File: config.mk
export PLATFORM = sky130hd
export DESIGN_NAME = sflash_ctrl
export DESIGN_NICKNAME = d
export VERILOG_FILES = /design/src/rtl/sflash_pkg.sv /design/src/rtl/sflash_regs.sv /design/src/rtl/sflash_engine.sv /design/src/rtl/sflash_pinmux.sv /design/src/rtl/sflash_ctrl.sv
export SDC_FILE = /design/constraint.sdc
export NUM_CORES = 1
export LEC_CHECK = 0
export ABC_CLOCK_PERIOD_IN_PS = 2500
export BUFFER_PORTS_ARGS = -buffer_cell sky130_fd_sc_hd__clkbuf_2
export CORE_MARGIN = 2
export CORE_UTILIZATION = 53
export DETAILED_ROUTE_END_ITERATION = 6
export PLACE_DENSITY_LB_ADDON = 0.2
export SYNTH_ARGS = -nofsm -noshare
export SYNTH_HDL_FRONTEND = slang
export SYNTH_SLANG_ARGS = --single-unit
File: constraint.sdc
create_clock -name clk -period 2.5 [get_ports clk]
set_clock_uncertainty 0.05 [all_clocks]
set_input_delay 0.5 -clock clk [delete_from_list [all_inputs] [get_ports clk]]
set_output_delay 0.5 -clock clk [all_outputs]
set_load 0.02 [all_outputs]
File: src/rtl/sflash_pkg.sv
package sflash_pkg;
   // Register file geometry
   localparam int REG_W = 32;

   // Word index of each register (byte offset / 4)
   localparam logic [1:0] W_MODE  = 2'd0;
   localparam logic [1:0] W_DIV   = 2'd1;
   localparam logic [1:0] W_PINS  = 2'd2;
   localparam logic [1:0] W_CAP   = 2'd3;

   // Field positions inside the pin register
   localparam int F_DOUT = 0;
   localparam int F_SCLK = 8;
   localparam int F_SEL  = 16;

   // Flash opcodes
   localparam logic [7:0] OP_FAST_READ   = 8'h0B;
   localparam logic [7:0] OP_WR_ENABLE   = 8'h06;
   localparam logic [7:0] OP_RD_STATUS   = 8'h05;
   localparam logic [7:0] OP_PAGE_PROG   = 8'h02;
   localparam logic [7:0] OP_SECT_ERASE  = 8'hD8;

   typedef enum logic [1:0] {
      ENG_IDLE = 2'd0,
      ENG_XFER = 2'd1,
      ENG_DONE = 2'd2
   } eng_state_t;
endpackage

File: src/rtl/sflash_regs.sv
module sflash_regs
   import sflash_pkg::*;
#(
   parameter int DIV_W   = 4,
   parameter int DIV_RST = 1,
   parameter int NCS     = 3
) (
   input  logic             clk,
   input  logic             rst_n,
   input  logic             wr,
   input  logic [3:0]       addr,
   input  logic [REG_W-1:0] wdata,
   input  logic             miso,
   input  logic             eng_idle,
   output logic             sw_req,
   output logic             sw_owner,
   output logic [DIV_W-1:0] div,
   output logic             b_dout,
   output logic             b_sclk,
   output logic [NCS-1:0]   b_sel_n,
   output logic [REG_W-1:0] cap_q
);
   localparam logic [DIV_W-1:0] DIV_INIT = DIV_W'(DIV_RST);

   logic hit;
   logic wr_mode, wr_div, wr_pins;
   logic clk_rise;

   assign hit     = wr && (addr[1:0] == 2'b00);
   assign wr_mode = hit && (addr[3:2] == W_MODE);
   assign wr_div  = hit && (addr[3:2] == W_DIV);
   assign wr_pins = hit && (addr[3:2] == W_PINS);

   // software clock edge: written 1 where the held value is 0
   assign clk_rise = wr_pins && wdata[F_SCLK] && !b_sclk && sw_owner;

   always_ff @(posedge clk or negedge rst_n) begin
      if (!rst_n) begin
         sw_req <= 1'b0;
      end else if (wr_mode) begin
         sw_req <= wdata[0];
      end
   end

   // grant follows request, but only while the engine rests
   always_ff @(posedge clk or negedge rst_n) begin
      if (!rst_n) begin
         sw_owner <= 1'b0;
      end else if (!sw_req) begin
         sw_owner <= 1'b0;
      end else if (eng_idle) begin
         sw_owner <= 1'b1;
      end
   end

   always_ff @(posedge clk or negedge rst_n) begin
      if (!rst_n) begin
         div <= DIV_INIT;
      end else if (wr_div) begin
         div <= wdata[DIV_W-1:0];
      end
   end

   always_ff @(posedge clk or negedge rst_n) begin
      if (!rst_n) begin
         b_dout  <= 1'b0;
         b_sclk  <= 1'b0;
         b_sel_n <= '1;
      end else if (wr_mode && !wdata[0]) begin
         b_sel_n <= '1;
      end else if (wr_pins) begin
         b_dout  <= wdata[F_DOUT];
         b_sclk  <= wdata[F_SCLK];
         b_sel_n <= wdata[F_SEL +: NCS];
      end
   end

   always_ff @(posedge clk or negedge rst_n) begin
      if (!rst_n) begin
         cap_q <= '0;
      end else if (clk_rise) begin
         cap_q <= {cap_q[REG_W-2:0], miso};
      end
   end
endmodule

File: src/rtl/sflash_engine.sv
module sflash_engine
   import sflash_pkg::*;
#(
   parameter int         ADDR_W     = 24,
   parameter int         DATA_W     = 32,
   parameter int         DIV_W      = 4,
   parameter int         DUMMY_BITS = 8,
   parameter int         NCS        = 3,
   parameter int         HW_CS      = 0,
   parameter logic [7:0] CMD        = OP_FAST_READ
) (
   input  logic              clk,
   input  logic              rst_n,
   input  logic              hw_req,
   input  logic [ADDR_W-1:0] hw_addr,
   input  logic              hold,
   input  logic [DIV_W-1:0]  div,
   input  logic              miso,
   output logic              hw_ready,
   output logic [DATA_W-1:0] hw_rdata,
   output logic              idle,
   output logic              e_sclk,
   output logic              e_dout,
   output logic [NCS-1:0]    e_sel_n
);
   localparam int HDR_BITS = 8 + ADDR_W + DUMMY_BITS;
   localparam int TOT_BITS = HDR_BITS + DATA_W;
   localparam int CNT_W    = $clog2(TOT_BITS);
   localparam logic [CNT_W-1:0] LAST_BIT = CNT_W'(TOT_BITS - 1);
   localparam logic [CNT_W-1:0] FIRST_RX = CNT_W'(HDR_BITS);

   eng_state_t           state;
   logic                 phase;
   logic [DIV_W-1:0]     tick;
   logic [CNT_W-1:0]     bit_idx;
   logic [HDR_BITS-1:0]  tx;
   logic [DATA_W-1:0]    rx;
   logic                 half_done;
   logic                 active;

   assign half_done = (tick == div);
   assign active    = (state == ENG_XFER);

   always_ff @(posedge clk or negedge rst_n) begin
      if (!rst_n) begin
         state   <= ENG_IDLE;
         phase   <= 1'b0;
         tick    <= '0;
         bit_idx <= '0;
         tx      <= '0;
         rx      <= '0;
      end else begin
         unique case (state)
            ENG_IDLE: begin
               if (hw_req && !hold) begin
                  state   <= ENG_XFER;
                  tx      <= {CMD, hw_addr, {DUMMY_BITS{1'b0}}};
                  phase   <= 1'b0;
                  tick    <= '0;
                  bit_idx <= '0;
               end
            end
            ENG_XFER: begin
               if (!half_done) begin
                  tick <= tick + 1'b1;
               end else begin
                  tick <= '0;
                  if (!phase) begin
                     phase <= 1'b1;
                     if (bit_idx >= FIRST_RX) begin
                        rx <= {rx[DATA_W-2:0], miso};
                     end
                  end else begin
                     phase <= 1'b0;
                     if (bit_idx == LAST_BIT) begin
                        state <= ENG_DONE;
                     end else begin
                        bit_idx <= bit_idx + 1'b1;
                        tx      <= {tx[HDR_BITS-2:0], 1'b0};
                     end
                  end
               end
            end
            ENG_DONE: state <= ENG_IDLE;
            default:  state <= ENG_IDLE;
         endcase
      end
   end

   assign idle     = (state == ENG_IDLE);
   assign hw_ready = (state == ENG_DONE);
   assign hw_rdata = rx;
   assign e_sclk   = active && phase;
   assign e_dout   = active && tx[HDR_BITS-1];

   for (genvar i = 0; i < NCS; i++) begin : g_sel
      if (i == HW_CS) begin : g_boot
         assign e_sel_n[i] = !active;
      end else begin : g_other
         assign e_sel_n[i] = 1'b1;
      end
   end
endmodule

File: src/rtl/sflash_pinmux.sv
module sflash_pinmux #(
   parameter int NCS = 3
) (
   input  logic           sw_owner,
   input  logic           b_sclk,
   input  logic           b_dout,
   input  logic [NCS-1:0] b_sel_n,
   input  logic           e_sclk,
   input  logic           e_dout,
   input  logic [NCS-1:0] e_sel_n,
   output logic           spi_clk,
   output logic           spi_mosi,
   output logic [NCS-1:0] spi_cs_n
);
   assign spi_clk  = sw_owner ? b_sclk : e_sclk;
   assign spi_mosi = sw_owner ? b_dout : e_dout;

   for (genvar i = 0; i < NCS; i++) begin : g_cs
      assign spi_cs_n[i] = sw_owner ? b_sel_n[i] : e_sel_n[i];
   end
endmodule

File: src/rtl/sflash_ctrl.sv
module sflash_ctrl
   import sflash_pkg::*;
#(
   parameter int ADDR_W     = 24,
   parameter int DATA_W     = 32,
   parameter int DIV_W      = 4,
   parameter int DIV_RST    = 1,
   parameter int DUMMY_BITS = 8,
   parameter int NCS        = 3,
   parameter int HW_CS      = 0
) (
   input  logic              clk,
   input  logic              rst_n,
   input  logic              reg_wr,
   input  logic [3:0]        reg_addr,
   input  logic [31:0]       reg_wdata,
   output logic [31:0]       reg_rdata,
   input  logic              hw_req,
   input  logic [ADDR_W-1:0] hw_addr,
   output logic              hw_ready,
   output logic [DATA_W-1:0] hw_rdata,
   output logic              spi_clk,
   output logic              spi_mosi,
   output logic [NCS-1:0]    spi_cs_n,
   input  logic              spi_miso
);
   if (NCS < 1 || NCS > 8) begin : g_bad_ncs
      $error("NCS must lie in 1..8");
   end
   if (HW_CS < 0 || HW_CS >= NCS) begin : g_bad_hwcs
      $error("HW_CS must name an existing select");
   end
   if (DIV_W < 1 || DIV_W > 16) begin : g_bad_div
      $error("DIV_W must lie in 1..16");
   end
   if (DIV_RST < 0 || DIV_RST >= (1 << DIV_W)) begin : g_bad_divrst
      $error("DIV_RST must fit in DIV_W bits");
   end
   if (DATA_W < 2 || DATA_W > 64 || ADDR_W < 1 || DUMMY_BITS < 1) begin : g_bad_frame
      $error("frame widths out of range");
   end

   logic             sw_req, sw_owner, eng_idle;
   logic [DIV_W-1:0] div;
   logic             b_dout, b_sclk;
   logic [NCS-1:0]   b_sel_n;
   logic [REG_W-1:0] cap_q;
   logic             e_sclk, e_dout;
   logic [NCS-1:0]   e_sel_n;

   sflash_regs #(.DIV_W(DIV_W), .DIV_RST(DIV_RST), .NCS(NCS)) u_regs (
      .clk(clk), .rst_n(rst_n), .wr(reg_wr), .addr(reg_addr), .wdata(reg_wdata),
      .miso(spi_miso), .eng_idle(eng_idle), .sw_req(sw_req), .sw_owner(sw_owner),
      .div(div), .b_dout(b_dout), .b_sclk(b_sclk), .b_sel_n(b_sel_n), .cap_q(cap_q)
   );

   sflash_engine #(
      .ADDR_W(ADDR_W), .DATA_W(DATA_W), .DIV_W(DIV_W), .DUMMY_BITS(DUMMY_BITS),
      .NCS(NCS), .HW_CS(HW_CS), .CMD(OP_FAST_READ)
   ) u_engine (
      .clk(clk), .rst_n(rst_n), .hw_req(hw_req), .hw_addr(hw_addr),
      .hold(sw_req || sw_owner), .div(div), .miso(spi_miso),
      .hw_ready(hw_ready), .hw_rdata(hw_rdata), .idle(eng_idle),
      .e_sclk(e_sclk), .e_dout(e_dout), .e_sel_n(e_sel_n)
   );

   sflash_pinmux #(.NCS(NCS)) u_pinmux (
      .sw_owner(sw_owner), .b_sclk(b_sclk), .b_dout(b_dout), .b_sel_n(b_sel_n),
      .e_sclk(e_sclk), .e_dout(e_dout), .e_sel_n(e_sel_n),
      .spi_clk(spi_clk), .spi_mosi(spi_mosi), .spi_cs_n(spi_cs_n)
   );

   // register read mux
   always_comb begin
      reg_rdata = '0;
      if (reg_addr[1:0] == 2'b00) begin
         unique case (reg_addr[3:2])
            W_MODE: begin
               reg_rdata[0] = sw_req;
               reg_rdata[1] = sw_owner;
            end
            W_DIV:  reg_rdata[DIV_W-1:0] = div;
            W_PINS: begin
               reg_rdata[F_DOUT]       = b_dout;
               reg_rdata[F_SCLK]       = b_sclk;
               reg_rdata[F_SEL +: NCS] = b_sel_n;
            end
            W_CAP:  reg_rdata = cap_q;
            default: reg_rdata = '0;
         endcase
      end
   end
endmodule

==> metrics.txt, run 1 <==
#FFs+latches synth=121; number of synthesized flops with an enable pin=0; Total Nets Final=659; final slew viol count=0; fmax=417 MHz; global-route wire length before repair=18.8 mm; layout cells sized above 1=0.445; Tcrit/Tclk final=0.960; Die H=108 um; crit start category=flop; Post-Synthesis Cells=470; synth warn=0; # port buffers=110; post-synth cell types=48; Worst-Margin Slew=0.647 ns; n_diodes=0; Peak supply drop=0.559 mV; clk root buf=clkbuf_8; Multi-input gate area=2460 um^2; pin count of the biggest net entering global routing=50; RSZ-0062 raised after global routing=no; Iter 0 DRT Violations=163; Layout area overhead=24.2%; final-report setup violation count=0; Worst Path Arrival=1.85 ns; DIE AREA=11600 um^2; Reg2Reg Launch Point=u_engine.tick[0]; Reg2Reg Depth=5; vias post-DR=3831; Net Sw Frac=0.305; Avg Inst Size Synth=12.1 um^2; async set-reset flop share out of synthesis=1.00; Synth Net Count=538; Design Power=7.18 mW; Seq. cell area=3030 um^2; final hold viol count=0; register area share after synthesis=0.532; antenna violations before repair=0; WL final=11.1 mm; vias in the first global route=3943; Hold/Removal Path Class=in2reg; critical setup path kind=reg2out; wire per inst=15.1 um; first-pass iteration count of the detailed router=6; minimum clock period after layout=2.40 ns; WP data required=1.95 ns; Final Wtd Congestion=0.773; Worst-path clk slew=0.06 ns; setup_tns=0 ns; CTS tree=yes; WHS Path Cells=3; Vias/cell=5.18; status=finished clean; Synth top area share=0.514; largest cells by area after synthesis=dfrtp_1 51%, mux2_2 15%, nand2_1 5.9%; Crit Path Max Fanout=9; crit path from=u_engine.state[1]; Placed Area=6430 um^2; Routed Antenna Nets=0; worst hold margin=0.153 ns; Core Rows=37; r2r setup slk=0.39 ns; Leakage=3.64 nW; cell area power density=1010 nW/um^2; largest area contributor in the netlist=dfrtp_1; die width=108 um; DP HPWL=7.56 mm; switching power=2.19 mW; Max H-tree Level=4; total global routing overflow=0; Flop pwr share=0.366; core area=10400 um^2; Post-synth top flop=dfrtp_1; filler instances=800; Clk pwr share=0.365; Combinational Power Share=0.269; Cell Area, Synth=5700 um^2; crit path to=spi_cs_n[0]; maximum capacitance violations=0; DRC=0; CTS max path bufs=2; Reg2Reg Capture Point=u_engine.tx[29]; Clock Latency Late Sink=0.53 ns; fin area=7080 um^2; Starting Density=0.550; internal power=4.98 mW; crit end category=primary output; Num CTS Buffers=17; Tot GR Track Use=0.212; Slew HR=0.568; clk sinks=121; # IOs=135
-- state kept, by name, indices dropped and copies added, names as in the netlist --
| signal | cells |
|---|---|
| u_engine.hw_rdata | 32 |
| u_regs.div | 4 |
| u_regs.b_sclk | 1 |
| u_regs.sw_req | 1 |
| u_engine.tx | 32 |
| u_engine.phase | 1 |
| u_regs.b_dout | 1 |
| u_engine.state | 2 |
| u_regs.cap_q | 32 |
| u_regs.b_sel_n | 3 |
| u_regs.sw_owner | 1 |
| u_engine.tick | 4 |
| u_engine.bit_idx | 7 |
-- Yosys cell counts (2+ instances only) --
cell type / instances
dfrtp_1: 117
nand2_1: 89
mux2_2: 76
and2_1: 25
mux2i_1: 19
mux2_4: 15
inv_1: 13
nor2_1: 12
clkbuf_1: 7
buf_6: 6
nand3_1: 6
nor3_1: 6
o21ai_0: 6
mux2_1: 5
a21boi_0: 4
a2bb2oi_1: 4
buf_2: 4
dfstp_2: 4
or2_2: 4
xnor2_2: 4
a31oi_1: 3
buf_4: 3
ha_1: 3
nand2b_1: 3
nor2b_1: 3
nor3b_1: 3
and3_1: 2
buf_1: 2
o211ai_1: 2
o21bai_1: 2
-- critical path, cell delays in order, from the launching register on --
cell and delay (ns):
dfrtp_1 0.41, nand2b_2 0.27, buf_4 0.20, mux2_2 0.28, clkbuf_2 0.16
-- worst min path at each step --
stage	endpoint	start	slack [ns]
after floorplan	u_engine.bit_idx[0]	rst_n	0.15
after global placement	u_engine.tx[18]	rst_n	0.34
after detailed placement	u_engine.tx[18]	rst_n	0.34
after CTS	u_regs.div[3]	reg_wdata[3]	0.13
after global routing	u_engine.tx[8]	hw_addr[0]	0.13
final	u_engine.tx[8]	hw_addr[0]	0.15
-- cells by family (layout without fill, tap and decap cells) --
logic type | after synthesis | count (layout) | share of synthesized area
simple gates | 159 | 159 | 0.134
flops | 121 | 121 | 0.532
xor+xnor | 5 | 5 | 0.0130
compound gates | 29 | 29 | 0.0400
mux | 116 | 116 | 0.237
buf+inv | 37 | 171 | 0.0373
fa+ha+maj | 3 | 3 | 0.00659
-- per-stage QoR --
stage	cells	util	worst slack, ns
after global routing	740	0.683	0.00367
after floorplan	470	-	0.368
after global placement	707	0.620	0.385
after CTS	740	0.683	0.0528
final	740	0.683	0.101
after detailed placement	707	0.620	0.357
-- cells in the final DEF, fill, tap and decap left out, drive strengths merged, types with 2 or more instances in the layout --
master and n:
nor2b 3, dfstp 4, mux2i 19, clkinv 4, and3 2, clkbuf 127, a21boi 4, nand2 89
nor3b 4, o21ai 6, o211ai 2, inv 16, xnor2 4, mux2 96, clkinvlp 2, buf 16
bufinv 5, o21bai 2, nand2b 3, or2 4, ha 3, nor3 6, dfrtp 117, and2 25
a31oi 3, nand3 6, a2bb2oi 4, nor2 12
-- layer usage --
layer	global-route usage	vias to the layer above	share of wire
met5	0	-	0
met4	0.0888	0	0.020
met3	0.0708	23	0.055
met2	0.336	95	0.49
met1	0.266	1868	0.44
li1	-	1845	-
-- power by group through the flow --
| stage | clock network [mW] | registers, mW | logic, mW |
|---|---|---|---|
| floorplan | 0 | 2.62 | 1.48 |
| global placement | 0 | 2.62 | 1.87 |
| detailed placement | 0 | 2.65 | 1.92 |
| CTS | 2.67 | 2.62 | 1.95 |
| global route | 2.77 | 2.68 | 2.13 |
| finish | 2.62 | 2.62 | 1.93 |
-- repair_timing --
action | in CTS | in global routing
endpoints found under the hold margin | 12 | 0
hold buffers | 1 | 0
buffers inserted | 0 | 0
gates resized for setup | 1 | 1
endpoints found under the setup margin | 1 | 2
-- final cells by class --
cell class | count | share of cell area
well taps | 136 | 0.0240
flip-flops and latches | 121 | 0.429
clock buffers | 18 | 0.0590
clock inverters | 14 | 0.0309
inverters | 13 | 0.00689
multi-input cells | 312 | 0.348
repair buffers | 126 | 0.102
Note: power is estimated with default switching activity, not from simulation.
==> inputs of run 2 (changes only) <==
--- a/config.mk
+++ b/config.mk
@@ -10,7 +10,9 @@
 export CORE_MARGIN = 2
 export CORE_UTILIZATION = 53
 export DETAILED_ROUTE_END_ITERATION = 6
+export GPL_TIMING_DRIVEN = 0
 export PLACE_DENSITY_LB_ADDON = 0.2
 export SYNTH_ARGS = -nofsm -noshare
 export SYNTH_HDL_FRONTEND = slang
+export SYNTH_HIERARCHICAL = 1
 export SYNTH_SLANG_ARGS = --single-unit
==> metrics.txt, run 2 <==
most numerous cell in the Yosys netlist=dfrtp_1; cell area power density=1030 nW/um^2; Worst-path clk slew=0.06 ns; Flop pwr share=0.361; WP data required=1.95 ns; DIE AREA=11600 um^2; register area share after synthesis=0.531; Max H-tree Level=4; Worst Path Arrival=1.87 ns; status=finished clean; Synth top area share=0.513; clk sinks=121; Vias/cell=5.37; global-route wire length before repair=19.2 mm; Combinational Power Share=0.289; Hold/Removal Path Class=in2reg; DRC=0; maximum capacitance violations=0; Placed Area=6470 um^2; first-pass iteration count of the detailed router=4; Leakage=3.80 nW; largest area contributor in the netlist=dfrtp_1; setup_tns=0 ns; core area=10400 um^2; n_diodes=0; Die H=108 um; Cell Area, Synth=5710 um^2; Post-Synthesis Cells=469; Post-synth top flop=dfrtp_1; post-synth cell types=50; internal power=5.18 mW; Tot GR Track Use=0.213; final slew viol count=0; Crit Path Max Fanout=10; Routed Antenna Nets=0; pin count of the biggest net entering global routing=69; Clk pwr share=0.350; Starting Density=0.548; async set-reset flop share out of synthesis=1.00; Iter 0 DRT Violations=217; crit start category=flop; Peak supply drop=0.545 mV; Avg Inst Size Synth=12.2 um^2; #FFs+latches synth=121; Net Sw Frac=0.306; # IOs=135; Tcrit/Tclk final=0.970; filler instances=793; commonest non-fill, non-tap cell in the layout=dfrtp_1; WL final=11.8 mm; critical setup path kind=reg2out; switching power=2.29 mW; synth warn=6; fin area=7240 um^2; Synth top cells by count=117 x dfrtp_1, 44 x mux2_2, 38 x nor2_1; worst hold margin=0.173 ns; most frequent cells in the layout=116 x dfrtp_1, 111 x clkbuf_2, 43 x mux2_2; wire per inst=15.6 um; Slew HR=0.564; largest cells by area after synthesis=dfrtp_1 51%, mux2_2 8.7%, mux2_4 7.9%; number of synthesized flops with an enable pin=0; crit end category=primary output; Final WS setup=0.0751 ns; CTS tree=yes; Clock Latency Late Sink=0.51 ns; die width=108 um; fmax=412 MHz; Total Nets Final=675; vias in the first global route=3945; Final Wtd Congestion=0.815; Worst-Margin Slew=0.650 ns; Placement Setup Slack=-0.0436 ns; final hold viol count=0; Post-Layout Cell Count=756; Placed Cells=717; Layout area overhead=26.7%; clk root buf=clkbuf_8; minimum clock period after layout=2.42 ns; Num CTS Buffers=17; Core Rows=37; final-report setup violation count=0; antenna violations before repair=0; vias post-DR=4056; DP HPWL=8.00 mm; CTS max path bufs=2; total global routing overflow=0; # port buffers=110; layout cells sized above 1=0.416
run 2: cell types whose count changed after synthesis, moves of 5 or more:
cell and change:
mux2_4 +15, nor2_1 +26, nand2_1 -79, a22o_1 +8, clkbuf_1 +5, a31oi_1 +23, a2bb2oi_1 +18, inv_1 +16
o22a_1 +7, mux2_2 -32, o21ai_0 +7, mux2i_1 -11
run 2: metal layers:
layer | track usage | up-vias | part of all wire
met3 | 0.0630 | 13 | 0.039
met4 | 0.0705 | 0 | 0.010
met2 | 0.325 | 93 | 0.49
met5 | 0 | - | 0
li1 | - | 1947 | -
met1 | 0.294 | 2003 | 0.46
run 2: cells by family (layout without fill, tap and decap cells):
group                      Yosys count  count (layout)  share of synthesized area
buffers and inverters               59             209                     0.0506
adders and majority gates            3               3                    0.00657
muxes                               85              85                      0.188
and+or+nand+nor                    107             107                      0.103
DFF                                121             121                      0.531
other                                1               2                   0.000657
AOI/OAI and AO/OA                   87              87                      0.111
xor gates and xnor gates             6               6                    0.00920
run 2: layout make-up:
type / instances / area (um^2) / share of cell area
clock inverter: 11 / 194 / 0.0268
tap: 136 / 170 / 0.0235
multi-input combinational: 290 / 2410 / 0.333
clock buffer: 21 / 449 / 0.0621
buffer: 29 / 203 / 0.0280
timing repair buffer: 118 / 661 / 0.0913
sequential: 121 / 3030 / 0.419
inverter: 30 / 114 / 0.0157
run 2: stage by stage:
stage                     power [mW]   util
after floorplan                 4.16      -
after global placement          4.62  0.618
after detailed placement        4.70  0.621
after CTS                       7.43  0.689
after global routing            7.89  0.695
final                           7.47  0.695
run 2: path summary, 6_finish.rpt:
path                              startpoint                   end  slack [ns]  cells past startpoint
setup / recovery           u_engine/state[0]               spi_clk        0.08                      6
hold / removal                  reg_wdata[3]         u_regs/div[3]        0.17                      2
setup reg to reg               u_regs/div[1]       u_engine/tx[20]        0.11                      9
hold reg to reg              u_engine/tx[33]       u_engine/tx[33]        0.45                      1
max in group asynchronous              rst_n     u_regs/b_sel_n[0]        1.24                      3
min in group asynchronous              rst_n  u_engine/hw_rdata[8]        0.46                      2
run 2: timing repair:
| item | in CTS | in global routing |
|---|---|---|
| hold buffers | 1 | 0 |
| setup buffers | 1 | 4 |
| pin swaps | 0 | 1 |
| endpoints found under the setup margin | 24 | 65 |
| resized for setup | 15 | 11 |
| cloned | 0 | 1 |
| hold endpoints to repair | 53 | 0 |
run 2: critical path, cell delays in order (launching register included):
cell,delay (ns)
dfrtp_1,0.38
nor2b_4,0.14
buf_8,0.13
buf_8,0.13
and2_1,0.14
mux2_2,0.27
clkbuf_8,0.16
run 2: power by group through the flow:
| stage | Combinational, mW | Clock, mW | Sequential (mW) |
|---|---|---|---|
| 2_1_floorplan | 1.43 | 0 | 2.73 |
| 6_report | 2.16 | 2.61 | 2.70 |
| 4_1_cts | 2.08 | 2.66 | 2.69 |
| 3_3_place_gp | 1.91 | 0 | 2.71 |
| 3_5_place_dp | 1.98 | 0 | 2.73 |
| 5_1_grt | 2.37 | 2.77 | 2.75 |
==> inputs of run 3 (changes only) <==
--- a/config.mk
+++ b/config.mk
@@ -5,7 +5,7 @@
 export SDC_FILE = /design/constraint.sdc
 export NUM_CORES = 1
 export LEC_CHECK = 0
-export ABC_CLOCK_PERIOD_IN_PS = 2500
+export ABC_CLOCK_PERIOD_IN_PS = 2800
 export BUFFER_PORTS_ARGS = -buffer_cell sky130_fd_sc_hd__clkbuf_2
 export CORE_MARGIN = 2
 export CORE_UTILIZATION = 53
==> constraint.sdc (replaced) <==
create_clock -name clk -period 2.8 [get_ports clk]
set_clock_uncertainty 0.05 [all_clocks]
set_input_delay 0.56 -clock clk [delete_from_list [all_inputs] [get_ports clk]]
set_output_delay 0.56 -clock clk [all_outputs]
set_load 0.02 [all_outputs]
==> metrics.txt, run 3 (synthesis gave the netlist of run 2 again) <==
Tot GR Track Use=0.212; die width=108 um; final hold viol count=0; Slew HR=0.561; fmax=385 MHz; final slew viol count=0; wire per inst=15.4 um; Multi-input gate area=2400 um^2; Crit Path Max Fanout=9; DRC=0; # port buffers=110; Seq. cell area=3030 um^2; filler instances=797; wl on met1=5.28 mm; crit start category=flop; Final Wtd Congestion=0.815; Worst-path clk slew=0.05 ns; Clock Latency Late Sink=0.51 ns; critical setup path kind=reg2out; Critical Path, Cell by Cell=mux2i_1, a2111oi_1, clkbuf_2; crit path from=u_regs/sw_owner; core area=10400 um^2; status=finished clean; Worst-Margin Slew=0.653 ns; Worst Path Arrival=1.99 ns; Num CTS Buffers=17; WL final=11.5 mm; Hold/Removal Path Class=in2reg; Core Rows=37; global-route wire length before repair=19.1 mm; slowest CP cell=dfrtp_1; maximum capacitance violations=0; Starting Density=0.548; vias post-DR=4019; cell area power density=915 nW/um^2; CTS tree=yes; DP HPWL=8.00 mm; CP max stage delay=0.55 ns; Layout area overhead=24.9%; crit end category=primary output; clk root buf=clkbuf_8; final core occ=0.685; commonest non-fill, non-tap cell in the layout=dfrtp_1; uppermost routed layer=met4; Vias/cell=5.37; Reg2Reg Launch Point=u_regs/sw_owner; met2 wire length=5.66 mm; Routed Antenna Nets=0; worst hold margin=0.237 ns; RSZ-0062 raised after global routing=no; Tcrit/Tclk final=0.927; final-report setup violation count=0; CTS max path bufs=2; worst path bufs/invs=1; worst hold start=reg_wdata[3]; n_diodes=0; setup repair bufs after CTS=0; first-pass iteration count of the detailed router=5; layout cells sized above 1=0.401; Iter 0 DRT Violations=209; DIE AREA=11600 um^2; Die H=108 um; antenna violations before repair=0; Peak supply drop=0.473 mV; # IOs=135; clk sinks=121; met3 wire len=509 um; Leakage=3.75 nW; Total Nets Final=668; minimum clock period after layout=2.60 ns; total global routing overflow=0; Top delay family on crit path=flip-flops; vias in the first global route=3925; most frequent cells in the layout=117 x dfrtp_1, 112 x clkbuf_2, 44 x mux2_2; pin count of the biggest net entering global routing=69; WP data required=2.19 ns; Max H-tree Level=4
## run 3: final timing paths
kind                                        end  slack (ns)  cells after the start
setup / recovery                   reg_rdata[1]        0.20                      3
hold / removal                    u_regs/div[3]        0.24                      2
setup reg to reg                u_engine/tx[19]        0.21                      8
hold reg to reg                 u_engine/tx[33]        0.45                      1
max in group asynchronous     u_regs/b_sel_n[0]        1.48                      3
min in group asynchronous  u_engine/hw_rdata[8]        0.52                      2
## run 3: where the power goes
part	total (mW)	switching (mW)	internal [mW]
clock network	2.33	0.747	1.58
registers	2.41	0.264	2.15
logic	1.79	0.992	0.798
## run 3: repair_timing
| action | CTS | global route |
|---|---|---|
| hold buffers | 1 | 0 |
| cloned | 0 | 0 |
| endpoints found under the hold margin | 53 | 0 |
| gates resized for setup | 3 | 6 |
| endpoints found under the setup margin | 3 | 4 |
## run 3: cell type report
| cell class | count | area share |
|---|---|---|
| plain buffers | 28 | 0.0249 |
| clock buffers | 21 | 0.0629 |
| clock inverters | 11 | 0.0272 |
| inverters | 30 | 0.0160 |
| multi-input cells | 290 | 0.336 |
| flip-flops and latches | 121 | 0.425 |
| well taps | 136 | 0.0238 |
| repair buffers | 112 | 0.0836 |
## run 3: per-layer routing
layer | track usage | up-vias
li1 | - | 1926
met1 | 0.293 | 1982
met2 | 0.324 | 104
met3 | 0.0623 | 7
met4 | 0.0687 | 0
met5 | 0 | -
## run 3: worst reg2reg max path, stage by stage, from the launching register on
cell	delay, ns
dfrtp_1	0.50
or2_2	0.36
nor2b_1	0.28
o21ba_2	0.19
o21ai_0	0.17
o21a_1	0.22
clkbuf_1	0.23
clkbuf_1	0.30
a2bb2oi_1	0.22
## run 3: through the flow
step	power (mW)	cells	TNS, ns	instance area (um^2)	setup slack (ns)
4_1_cts	6.57	750	0	7130	0.0464
2_1_floorplan	3.71	470	0	5720	0.487
5_1_grt	6.92	749	0	7140	0.0422
3_3_place_gp	4.12	716	-71.76	6440	-0.622
6_report	6.53	749	0	7140	0.205
3_5_place_dp	4.20	717	0	6470	0.256
